**config.mk**
```make
export PLATFORM = sky130hd
export DESIGN_NAME = lbmix_atten
export DESIGN_NICKNAME = d
export VERILOG_FILES = /design/src/rtl/lbmix_pkg.sv /design/src/rtl/lbmix_scale.sv /design/src/rtl/lbmix_satadd.sv /design/src/rtl/lbmix_atten.sv
export SDC_FILE = /design/constraint.sdc
export NUM_CORES = 1
export LEC_CHECK = 0
export BUFFER_PORTS_ARGS = -buffer_cell sky130_fd_sc_hd__buf_2
export CORE_AREA = 5 5 266 216
export CTS_CLUSTER_DIAMETER = 120
export DETAILED_ROUTE_END_ITERATION = 16
export DIE_AREA = 0 0 271 221
export PLACE_DENSITY = 0.65
export REMOVE_ABC_BUFFERS = 1
export SYNTH_ARGS = -nofsm -noshare
export SYNTH_HDL_FRONTEND = slang
export SYNTH_HIERARCHICAL = 1
export SYNTH_SLANG_ARGS = --single-unit
```
**constraint.sdc**
```tcl
create_clock -name clk -period 23.6 [get_ports clk]
set_input_delay 4.72 -clock clk [delete_from_list [all_inputs] [get_ports clk]]
set_output_delay 4.72 -clock clk [all_outputs]
set_load 0.01 [all_outputs]
```
**src/rtl/lbmix_pkg.sv**
```systemverilog
package lbmix_pkg;

   // fractional gain table, unsigned on a 2^15 scale, one entry per 1.5 dB
   localparam int GAIN_W    = 17;
   localparam int FRAC_BITS = 15;
   localparam int SUB_STEPS = 4;

   function automatic logic [GAIN_W-1:0] frac_gain(input logic [1:0] idx);
      logic [GAIN_W-1:0] g;
      case (idx)
         2'd0:    g = 17'd32768;
         2'd1:    g = 17'd27571;
         2'd2:    g = 17'd23198;
         default: g = 17'd19519;
      endcase
      return g;
   endfunction

endpackage

```
**src/rtl/lbmix_scale.sv**
```systemverilog
module lbmix_scale
   import lbmix_pkg::*;
#(
   parameter int DATA_W = 16,
   parameter int CODE_W = 6
) (
   input  logic signed [DATA_W-1:0] sample,
   input  logic        [CODE_W-1:0] code,
   output logic signed [DATA_W-1:0] scaled
);

   localparam int PROD_W = DATA_W + GAIN_W + 1;
   localparam logic signed [PROD_W-1:0] HALF_LSB = PROD_W'(1) <<< (FRAC_BITS - 1);

   logic signed [DATA_W-1:0] shifted;
   logic        [GAIN_W-1:0] gain;
   logic signed [PROD_W-1:0] a_ext;
   logic signed [PROD_W-1:0] b_ext;
   logic signed [PROD_W-1:0] prod;
   logic signed [PROD_W-1:0] rounded;
   logic                     unused_bits;

   // coarse part: 6 dB per shift position
   assign shifted = sample >>> code[CODE_W-1:2];
   // fine part: 1.5 dB sub-steps
   assign gain    = frac_gain(code[1:0]);

   assign a_ext   = PROD_W'(shifted);
   assign b_ext   = $signed({{(PROD_W-GAIN_W){1'b0}}, gain});
   assign prod    = a_ext * b_ext;
   assign rounded = (prod + HALF_LSB) >>> FRAC_BITS;
   assign scaled  = rounded[DATA_W-1:0];

   assign unused_bits = ^rounded[PROD_W-1:DATA_W];

endmodule

```
**src/rtl/lbmix_satadd.sv**
```systemverilog
module lbmix_satadd #(
   parameter int DATA_W = 16
) (
   input  logic signed [DATA_W-1:0] a,
   input  logic signed [DATA_W-1:0] b,
   output logic signed [DATA_W-1:0] y
);

   localparam logic signed [DATA_W-1:0] MAX_V = {1'b0, {(DATA_W-1){1'b1}}};
   localparam logic signed [DATA_W-1:0] MIN_V = {1'b1, {(DATA_W-1){1'b0}}};

   logic signed [DATA_W:0] wide;
   logic                   ovf;

   assign wide = {a[DATA_W-1], a} + {b[DATA_W-1], b};
   assign ovf  = wide[DATA_W] ^ wide[DATA_W-1];

   always_comb begin
      if (!ovf)             y = wide[DATA_W-1:0];
      else if (wide[DATA_W]) y = MIN_V;
      else                   y = MAX_V;
   end

endmodule

```
**src/rtl/lbmix_atten.sv**
```systemverilog
module lbmix_atten
   import lbmix_pkg::*;
#(
   parameter int DATA_W = 16,
   parameter int CODE_W = 6
) (
   input  logic                     clk,
   input  logic                     rst_n,
   input  logic                     in_valid,
   input  logic signed [DATA_W-1:0] cap_l,
   input  logic signed [DATA_W-1:0] cap_r,
   input  logic signed [DATA_W-1:0] play_l,
   input  logic signed [DATA_W-1:0] play_r,
   input  logic        [CODE_W-1:0] atten_code,
   input  logic                     mix_en,
   output logic                     out_valid,
   output logic signed [DATA_W-1:0] out_l,
   output logic signed [DATA_W-1:0] out_r
);

   localparam int NCH       = 2;
   localparam int MAX_SHIFT = ((1 << CODE_W) - 1) / SUB_STEPS;

   // elaboration-time parameter checks
   if (DATA_W < 8 || DATA_W > 32) begin : g_bad_width
      $error("lbmix_atten: DATA_W must be 8..32");
   end
   if (CODE_W < 3) begin : g_bad_code
      $error("lbmix_atten: CODE_W must be at least 3");
   end
   if (MAX_SHIFT >= DATA_W) begin : g_bad_depth
      $error("lbmix_atten: coarse shift range exceeds sample width");
   end

   logic [NCH-1:0][DATA_W-1:0] cap_vec;
   logic [NCH-1:0][DATA_W-1:0] play_vec;

   assign cap_vec  = {cap_r, cap_l};
   assign play_vec = {play_r, play_l};

   // stage 1 control: latched only on a sample strobe
   logic              s1_vld;
   logic              s1_en;
   logic [CODE_W-1:0] s1_code;

   always_ff @(posedge clk or negedge rst_n) begin
      if (!rst_n) begin
         s1_vld  <= 1'b0;
         s1_en   <= 1'b0;
         s1_code <= '0;
      end else begin
         s1_vld <= in_valid;
         if (in_valid) begin
            s1_en   <= mix_en;
            s1_code <= atten_code;
         end
      end
   end

   always_ff @(posedge clk or negedge rst_n) begin
      if (!rst_n) out_valid <= 1'b0;
      else        out_valid <= s1_vld;
   end

   for (genvar ch = 0; ch < NCH; ch++) begin : g_ch
      logic signed [DATA_W-1:0] cap_q;
      logic signed [DATA_W-1:0] play_q;
      logic signed [DATA_W-1:0] scaled;
      logic signed [DATA_W-1:0] addend;
      logic signed [DATA_W-1:0] sum;
      logic signed [DATA_W-1:0] out_q;

      always_ff @(posedge clk or negedge rst_n) begin
         if (!rst_n) begin
            cap_q  <= '0;
            play_q <= '0;
         end else if (in_valid) begin
            cap_q  <= $signed(cap_vec[ch]);
            play_q <= $signed(play_vec[ch]);
         end
      end

      lbmix_scale #(
         .DATA_W (DATA_W),
         .CODE_W (CODE_W)
      ) u_scale (
         .sample (cap_q),
         .code   (s1_code),
         .scaled (scaled)
      );

      // hard mute: nothing of the capture path reaches the adder
      assign addend = s1_en ? scaled : '0;

      lbmix_satadd #(
         .DATA_W (DATA_W)
      ) u_add (
         .a (play_q),
         .b (addend),
         .y (sum)
      );

      always_ff @(posedge clk or negedge rst_n) begin
         if (!rst_n)      out_q <= '0;
         else if (s1_vld) out_q <= sum;
      end
   end

   assign out_l = g_ch[0].out_q;
   assign out_r = g_ch[1].out_q;

endmodule

```
# ---- Word level (Yosys, flattened, before mapping)
# Index checks and enable logic that the tools add are counted.
# Widths: inputs -> output; s select.
dict set report totals {
  reg_bits 105
  in_bits 74
  out_inout_bits 33
  word_cells 30
}
dict set report op_classes {
  add_sub_neg 4
  mul 2
  n_eq_ne 2
  shifts 2
  n_mux 7
  bitwise_logic 2
  reduce_logical 1
}
# operator count
set op_table {}
lappend op_table {{$mux 16} 6}
lappend op_table {{$add 31x16->31 const B} 2}
lappend op_table {{$mul 16x17->31} 2}
lappend op_table {{$pmux 16 s3} 1}
lappend op_table {{$add 16x16->17} 2}
lappend op_table {{$sshr 16x4->16} 2}
lappend op_table {{$eq 2x1->1 const B} 1}
lappend op_table {{$eq 2x2->1 const B} 1}
lappend op_table {{$logic_not 2->1} 1}
lappend op_table {{$xor 1x1->1} 2}

# ---- Depth between registers and ports, before layout
# Gate-level depths: netlist of the first run.
dict set report logic_depth {
  depth_word 8
  mapped_depth 43
}

# ---- Modules after synthesis
# Netlist of the first run, hierarchy kept.
# mod n_inst cells_each area_per_inst_um2
set modules_own_cells {}
lappend modules_own_cells {{lbmix_scale at g_ch[0].u_scale} 1 979 8645.8}
lappend modules_own_cells {{lbmix_scale at g_ch[1].u_scale} 1 950 8470.6}
lappend modules_own_cells {lbmix_atten 1 255 4465.5}
lappend modules_own_cells {lbmix_satadd 2 185 1365.1}

# ---- Worst setup path after synthesis of the first run
# No wires, ideal clock.
dict set report synth_timing {
  path_kind {register -> register}
  startpoint {reg s1_code[3]}
  endpoint {reg g_ch[0].out_q[14], in the netlist out_l[14]}
  setup_ps 125
  t_arrival_ps 8950
  required_ps 23475
  setup_slack_ps 14525
  stages_incl_launch_ff 39
  n_path_buf 5
  period_less_slack_ps 9075
  cell_sequence {dfrtp_1 -> clkbuf_1 -> buf_2 -> clkbuf_1 -> o21ai_0 -> o311ai_0 -> o21ai_0 -> a21oi_1 -> nand2b_1 -> fa_1 -> fa_1 -> fa_1 -> inv_1 -> fa_1 -> fa_1 -> inv_1 -> fa_1 -> inv_1 -> [... 3 more ...] -> nor2b_1 -> a2111oi_0 -> a21oi_1 -> a311oi_2 -> o21ai_0 -> o31a_1 -> and2_1 -> ha_1 -> and4_4 -> nand2_1 -> o211ai_1 -> a211oi_1 -> and2_4 -> buf_6 -> buf_8 -> o21ai_0 -> a32o_1 -> mux2_2}
}
dict set report synth_via {
  elab_chain_len 7
  word_cells_on_any_way 8
  cone_classes {add/sub (2); mul (1); shift (1); mux (3); bitwise (1)}
}
# element line_no
set synth_rtl {}
lappend synth_rtl {{from (decl)} lbmix_atten.sv:44} ;# logic [CODE_W-1:0] s1_code;
lappend synth_rtl {{from (signal assigned)} lbmix_atten.sv:55} ;# s1_code <= atten_code;
lappend synth_rtl {{$sshr 16x4->16 (*)} lbmix_scale.sv:24} ;# assign shifted = sample >>> code[CODE_W-1:2];
lappend synth_rtl {{$mul 16x17->31 (*)} lbmix_scale.sv:30} ;# assign prod = a_ext * b_ext;
lappend synth_rtl {{$add 31x16->31 (*)} lbmix_scale.sv:31} ;# assign rounded = (prod + HALF_LSB) >>> FRAC_BITS;
lappend synth_rtl {{net g_ch[0].scaled[13]} lbmix_atten.sv:68} ;# logic signed [DATA_W-1:0] scaled;
lappend synth_rtl {{$mux 16 (*)} lbmix_atten.sv:93} ;# assign addend = s1_en ? scaled : '0;
lappend synth_rtl {{net g_ch[0].addend[13]} lbmix_atten.sv:69} ;# logic signed [DATA_W-1:0] addend;
lappend synth_rtl {{$add 16x16->17 (*)} lbmix_satadd.sv:15} ;# assign wide = {a[DATA_W-1], a} + {b[DATA_W-1], b};
lappend synth_rtl {{$mux 16 or $xor 1x1->1 (tied branches)} {lbmix_satadd.sv:20, lbmix_satadd.sv:16}}
lappend synth_rtl {{$mux 16 (*)} lbmix_satadd.sv:19} ;# if (!ovf) y = wide[DATA_W-1:0];
lappend synth_rtl {{net g_ch[0].sum[14]} lbmix_atten.sv:70} ;# logic signed [DATA_W-1:0] sum;
lappend synth_rtl {{to (signal assigned)} lbmix_atten.sv:105} ;# else if (s1_vld) out_q <= sum;
lappend synth_rtl {{to (decl)} lbmix_atten.sv:71} ;# logic signed [DATA_W-1:0] out_q;
# The timed path passes the listed nets; every way through them passes the cells marked *.
# A chain may end at the register's enable or synchronous reset.

# ---- Worst setup path in the final report of the first run
dict set report layout_timing {
  startpoint {reg s1_code[2]}
  endpoint {reg g_ch[1].out_q[12], in the netlist out_r[12]}
}
dict set report layout_via {
  elab_chain_len 7
  word_cells_on_any_way 8
  cone_classes {add/sub (2); mul (1); shift (1); mux (3); bitwise (1)}
}
# element line_no
set layout_rtl {}
lappend layout_rtl {{$sshr 16x4->16 (*)} lbmix_scale.sv:24}
lappend layout_rtl {{$mul 16x17->31 (*)} lbmix_scale.sv:30}
lappend layout_rtl {{$add 31x16->31 (*)} lbmix_scale.sv:31}
lappend layout_rtl {{net g_ch[1].scaled[8]} lbmix_atten.sv:68}
lappend layout_rtl {{$mux 16 (*)} lbmix_atten.sv:93}
lappend layout_rtl {{net g_ch[1].addend[8]} lbmix_atten.sv:69}
lappend layout_rtl {{$add 16x16->17 (*)} lbmix_satadd.sv:15}
lappend layout_rtl {{$mux 16 or $xor 1x1->1 (tied branches)} {lbmix_satadd.sv:20, lbmix_satadd.sv:16}}
lappend layout_rtl {{$mux 16 (*)} lbmix_satadd.sv:19}
lappend layout_rtl {{net g_ch[1].sum[12]} lbmix_atten.sv:70}
lappend layout_rtl {{to (signal assigned)} lbmix_atten.sv:105}
lappend layout_rtl {{to (decl)} lbmix_atten.sv:71}
# Marks and branches as above.

==> metrics, run 1 <==
clock latency on the worst-skew pair 0.39 ns; fin crit period 11.20 ns; IO Port Bufs 106; vias in the first global route 18400; most frequent cells in the layout inv_1, fa_1, ha_1, nand2_1, buf_2; Post-Synthesis Cells 2554; GRT met2 Usage 0.306; Die W 271 µm; dpl cells 3295; Max Clk Rate 0.0893 GHz; Sequential Area 0.00263 mm²; Max transition margin 0.153; gr usage total 0.222; setup ws final 12.40 ns; Detailed Route WL 65600 µm; initial core utilization 0.445; vias after detailed routing 17900; Most common cell on crit path fa_1; critical path's slowest cell nor4b_1; TritonCTS Buffers 9; Finished Layout Cells 3313; RSZ-0062 raised after global routing no; design area 0.0256 mm²; clock slew at reported path FFs 0.08 ns; CP Buf/Inv Count 3; # hold bufs at CTS 0; CP delay by family, top adder cells; yosys warns 6; Std-Cell Rows 77; fin. max-slew vios 0; Final Hold Fails 0; max-cap violations 0; #FFs+latches synth 105; TritonRoute pass-1 iters 5; WS Path Type register to register; vias per cell 5.39; mapped cell area 0.0243 mm²; final HPWL from detailed placement 56600 µm; Area Overhead vs Synth 5.15%; GR Util met1 0.341; layer with the highest usage met1; Async SR Flop Fraction 1.00; clk buf depth 2; pin count of the biggest net entering global routing 69; CTS sink cnt 105; antenna-violating nets left 0; post-route setup TNS 0 ns; Filler Cell Count 5122; Setup Fix Bufs, Post-CTS 0; Hold WC Path Type register to register; pre-CTS setup slack 12.76 ns; period utilization 0.475; Core ar. 0.0546 mm²; die footprint 0.0599 mm²; Synth Flop Type dfrtp_1; final-report setup violation count 0; RePlAce Congestion 0.990; crit start category register; WP data arrival 11.48 ns; Slew @ Worst Pin 1.25 ns; required time of the critical path 23.88 ns; Mean Syn Cell Area 9.52 µm²; Post-DP Area 0.0253 mm²; H-tree depth 3; outcome finished clean; CTS root buf clkbuf_16; I/O Pins 107; commonest non-fill, non-tap cell in the layout inv_1; Die H 221 µm; share of cells above drive strength 1 0.124; First DRT Iteration DRCs 1262; Max Fanout on Critical Path 43; post_cts resized 0; first-pass GRT wire length 105000 µm; CTS tree done; # nets final 3311; Worst Clk Skew 0.0146 ns; post-synth cell types 90; slowest stage delay, CP 1.06 ns; post-route DRC violation count 0; post-synthesis sequential area ratio 0.108; area taken by multi-input logic gates 0.0190 mm²; initial antenna violation count 9; grt met3 use 0.0715; grt ovf 0; DR WL/cell 19.8 µm; Post-synth EDFFs 0; CP Capture Type register
cells in the mapped netlist (8+ instances only):
master / number / area [µm²]
buf_2: 13 / 65.1
o21ai_1: 10 / 50.1
ha_1: 296 / 3700
nand3_1: 21 / 105
buf_12: 8 / 160
nor2_1: 77 / 289
o21a_1: 8 / 60.1
buf_6: 9 / 101
and2_1: 102 / 638
nor3_1: 21 / 105
o211ai_1: 16 / 120
nand2b_1: 31 / 194
xor2_1: 34 / 298
o21bai_1: 12 / 90.1
a211oi_1: 15 / 113
xnor2_1: 40 / 350
a21o_1: 36 / 270
mux2_4: 72 / 1080
mux2_2: 43 / 484
or2_2: 13 / 81.3
a31o_2: 9 / 78.8
mux2i_1: 38 / 380
dfrtp_1: 105 / 2630
maj3_2: 8 / 90.1
mux4_2: 10 / 225
clkbuf_1: 52 / 195
nor2b_1: 22 / 138
maj3_1: 28 / 280
fa_1: 346 / 6930
nand4_1: 10 / 62.6
and3_1: 12 / 75.1
a21oi_1: 83 / 415
nand2_1: 184 / 691
inv_1: 555 / 2080
o21ai_0: 86 / 430
layer usage:
layer	part of all wire	routed length (µm)
met1	0.48	31700
met2	0.41	26900
met3	0.092	6050
met4	0.012	819
met5	0.0013	82
through the flow:
stage	hold slack, ns	utilization
6_report	0.512	0.468
2_1_floorplan	0.474	-
3_3_place_gp	0.489	0.463
4_1_cts	0.512	0.468
3_5_place_dp	0.492	0.463
5_1_grt	0.527	0.468
registers in the layout (all words and copies together), names as in the netlist:
name,cells
s1_code,6
g_ch.cap_q,32
g_ch.play_q,32
out_valid,1
out_l,16
out_r,16
s1_en,1
s1_vld,1
logic make-up after synthesis:
logic type	after synthesis	share of synthesized area
adders and majority gates	678	0.452
buffers and inverters	647	0.110
and+or+nand+nor	525	0.109
AOI/OAI and AO/OA	356	0.0988
muxes	169	0.0958
DFF	105	0.108
xor gates and xnor gates	74	0.0267
worst register-to-register path: cells and delay by family, from the launching register on:
kind / cells / cell delay, ns
multiplexers: 4 / 0.97
XOR/XNOR: 1 / 0.11
buffers and inverters: 3 / 0.13
AO/OA/AOI/OAI: 10 / 2.96
AND/OR/NAND/NOR: 5 / 2.20
flip-flops: 1 / 0.98
adder cells (fa/ha/maj): 9 / 3.75
path summary, 6_finish.rpt:
kind / startpoint / endpoint / slack, ns / cells past startpoint
worst min register to register: out_l[2] / out_l[2] / 0.51 / 1
min in group asynchronous: rst_n / out_l[9] / 4.28 / 1
worst max-delay path: s1_code[2] / out_r[12] / 12.40 / 32
max in group asynchronous: rst_n / s1_code[2] / 17.90 / 2
worst min-delay path: out_l[2] / out_l[2] / 0.51 / 1
worst max register to register: s1_code[2] / out_r[12] / 12.40 / 32
area by class of cell:
| type | instances | area share |
|---|---|---|
| diodes | 3 | 0.000294 |
| flip-flops and latches | 105 | 0.103 |
| clock inverters | 4 | 0.00142 |
| well taps | 711 | 0.0348 |
| multi-input cells | 1802 | 0.744 |
| clock buffers | 11 | 0.00989 |
| repair buffers | 119 | 0.0248 |
| inverters | 558 | 0.0819 |
Power of run 1 is not shown: default switching activity piles up to over one toggle a cycle in this logic, so the estimate is an artifact.
==> run 2: changes to the inputs <==
==> constraint.sdc (replaced) <==
create_clock -name clk -period 11.48 [get_ports clk]
set_input_delay 2.296 -clock clk [delete_from_list [all_inputs] [get_ports clk]]
set_output_delay 2.296 -clock clk [all_outputs]
set_load 0.01 [all_outputs]
==> run 2 against run 1 <==
  * Critical path type unchanged
  * Worst setup slack lost 12 ns
  * Via count up 0.32%
  * Critical path depth is 1 higher
==> metrics, run 2 (same netlist as run 1, synthesis figures left out) <==
post-route DRC violation count 0 (unchanged); gr usage total 0.219 (was 0.222); max-cap violations 0 (unchanged); Max transition margin 0.316 (was 0.153); Std-Cell Rows 77 (unchanged); critical path's slowest cell dfrtp_2 (was nor4b_1); fin. max-slew vios 0 (unchanged); GRT met2 Usage 0.322 (was 0.306); Max Fanout on Critical Path 24 (was 43); layer with the highest usage met1 (unchanged); vias per cell 5.39 (about the same); CP Buf/Inv Count 5 (was 3); Most common cell on crit path fa_1 (unchanged); pin count of the biggest net entering global routing 66 (was 69); commonest non-fill, non-tap cell in the layout inv_1 (unchanged); WS Path Type register to register (unchanged); first-pass GRT wire length 105000 µm (about the same); share of cells above drive strength 1 0.128 (was 0.124); DR WL/cell 19.5 µm (was 19.8 µm); design area 0.0257 mm² (was 0.0256 mm²); initial antenna violation count 9 (unchanged); IO Port Bufs 106 (unchanged); Detailed Route WL 65000 µm (was 65600 µm); RePlAce Congestion 0.953 (was 0.990); crit start category register (unchanged); post-route setup TNS 0 ns (unchanged); Worst Clk Skew 0.0127 ns (was 0.0146 ns); Post-DP Area 0.0254 mm² (was 0.0253 mm²); Slew @ Worst Pin 1.01 ns (was 1.25 ns); Top Registers g_ch.cap_q (32), g_ch.play_q (32) (unchanged); CTS tree done (unchanged); outcome finished clean (unchanged); CTS sink cnt 105 (unchanged); initial core utilization 0.445 (unchanged); vias after detailed routing 17900 (about the same); TritonRoute pass-1 iters 6 (was 5); First DRT Iteration DRCs 1208 (was 1262); clock latency on the worst-skew pair 0.39 ns (about the same); # hold bufs at CTS 0 (unchanged); Hold WC Path Type register to register (unchanged); I/O Pins 107 (unchanged); clock slew at reported path FFs 0.07 ns (was 0.08 ns); grt met3 use 0.0627 (was 0.0715); Area Overhead vs Synth 5.59% (was 5.15%); CTS root buf clkbuf_16 (unchanged); period utilization 0.936 (was 0.475); final-report setup violation count 0 (unchanged); TritonCTS Buffers 9 (unchanged); Die W 271 µm (unchanged); Die H 221 µm (unchanged); RSZ-0062 raised after global routing no (unchanged); clk buf depth 2 (unchanged); H-tree depth 3 (unchanged); vias in the first global route 18700 (was 18400); # nets final 3324 (was 3311); fin crit period 10.75 ns (was 11.20 ns); WP data arrival 11.03 ns (was 11.48 ns); most frequent cells in the layout inv_1, fa_1, ha_1, nand2_1, buf_2 (unchanged); final HPWL from detailed placement 55800 µm (was 56600 µm); CP Capture Type register (unchanged); Max Clk Rate 0.0930 GHz (was 0.0893 GHz); antenna-violating nets left 0 (unchanged); CP delay by family, top adder cells (unchanged); Core ar. 0.0546 mm² (unchanged); slowest stage delay, CP 0.64 ns (was 1.06 ns); die footprint 0.0599 mm² (unchanged); grt ovf 0 (unchanged); GR Util met1 0.323 (was 0.341); required time of the critical path 11.76 ns (was 23.88 ns); Final Hold Fails 0 (unchanged)
run 2: worst paths after layout:
path	start	to	slack, ns	cells past startpoint
hold / removal	out_l[1]	out_l[1]	0.51	1
max in group asynchronous	rst_n	s1_code[2]	8.29	2
hold reg to reg	out_l[1]	out_l[1]	0.51	1
setup / recovery	s1_code[2]	out_l[12]	0.73	33
min in group asynchronous	rst_n	out_l[5]	2.02	1
setup reg to reg	s1_code[2]	out_l[12]	0.73	33
run 2: area by class of cell:
cell class                 count  area, µm²
antenna                        3       7.51
clock buffer                  11        243
clock inverter                 5       48.8
fill                        5242      29000
inverter                     558       2090
multi-input combinational   1802      19000
sequential                   105       2630
tap                          711        890
timing repair buffer         132        731
run 2: stage by stage:
| stage | worst slack [ns] | util | hold WS, ns | cells |
|---|---|---|---|---|
| after detailed placement | 0.750 | 0.464 | 0.494 | 3308 |
| after CTS | 0.728 | 0.470 | 0.511 | 3324 |
| after floorplan | 1.26 | - | 0.474 | 2465 |
| final | 0.730 | 0.470 | 0.512 | 3327 |
| after global placement | 0.878 | 0.464 | 0.490 | 3308 |
| after global routing | 0.226 | 0.470 | 0.533 | 3325 |
run 2: timing repair:
| action | in CTS | in global routing |
|---|---|---|
| setup buffers | 0 | 0 |
| gates resized for setup | 0 | 1 |
| endpoints found under the setup margin | 0 | 12 |
run 2: layer usage:
layer / wire (µm) / part of all wire / up-vias
met5: 41 / 0.00063 / -
met4: 941 / 0.014 / 6
met3: 5810 / 0.089 / 57
met2: 27800 / 0.43 / 591
met1: 30400 / 0.47 / 8920
li1: - / - / 8353
Power of run 2 is left out for the same reason.
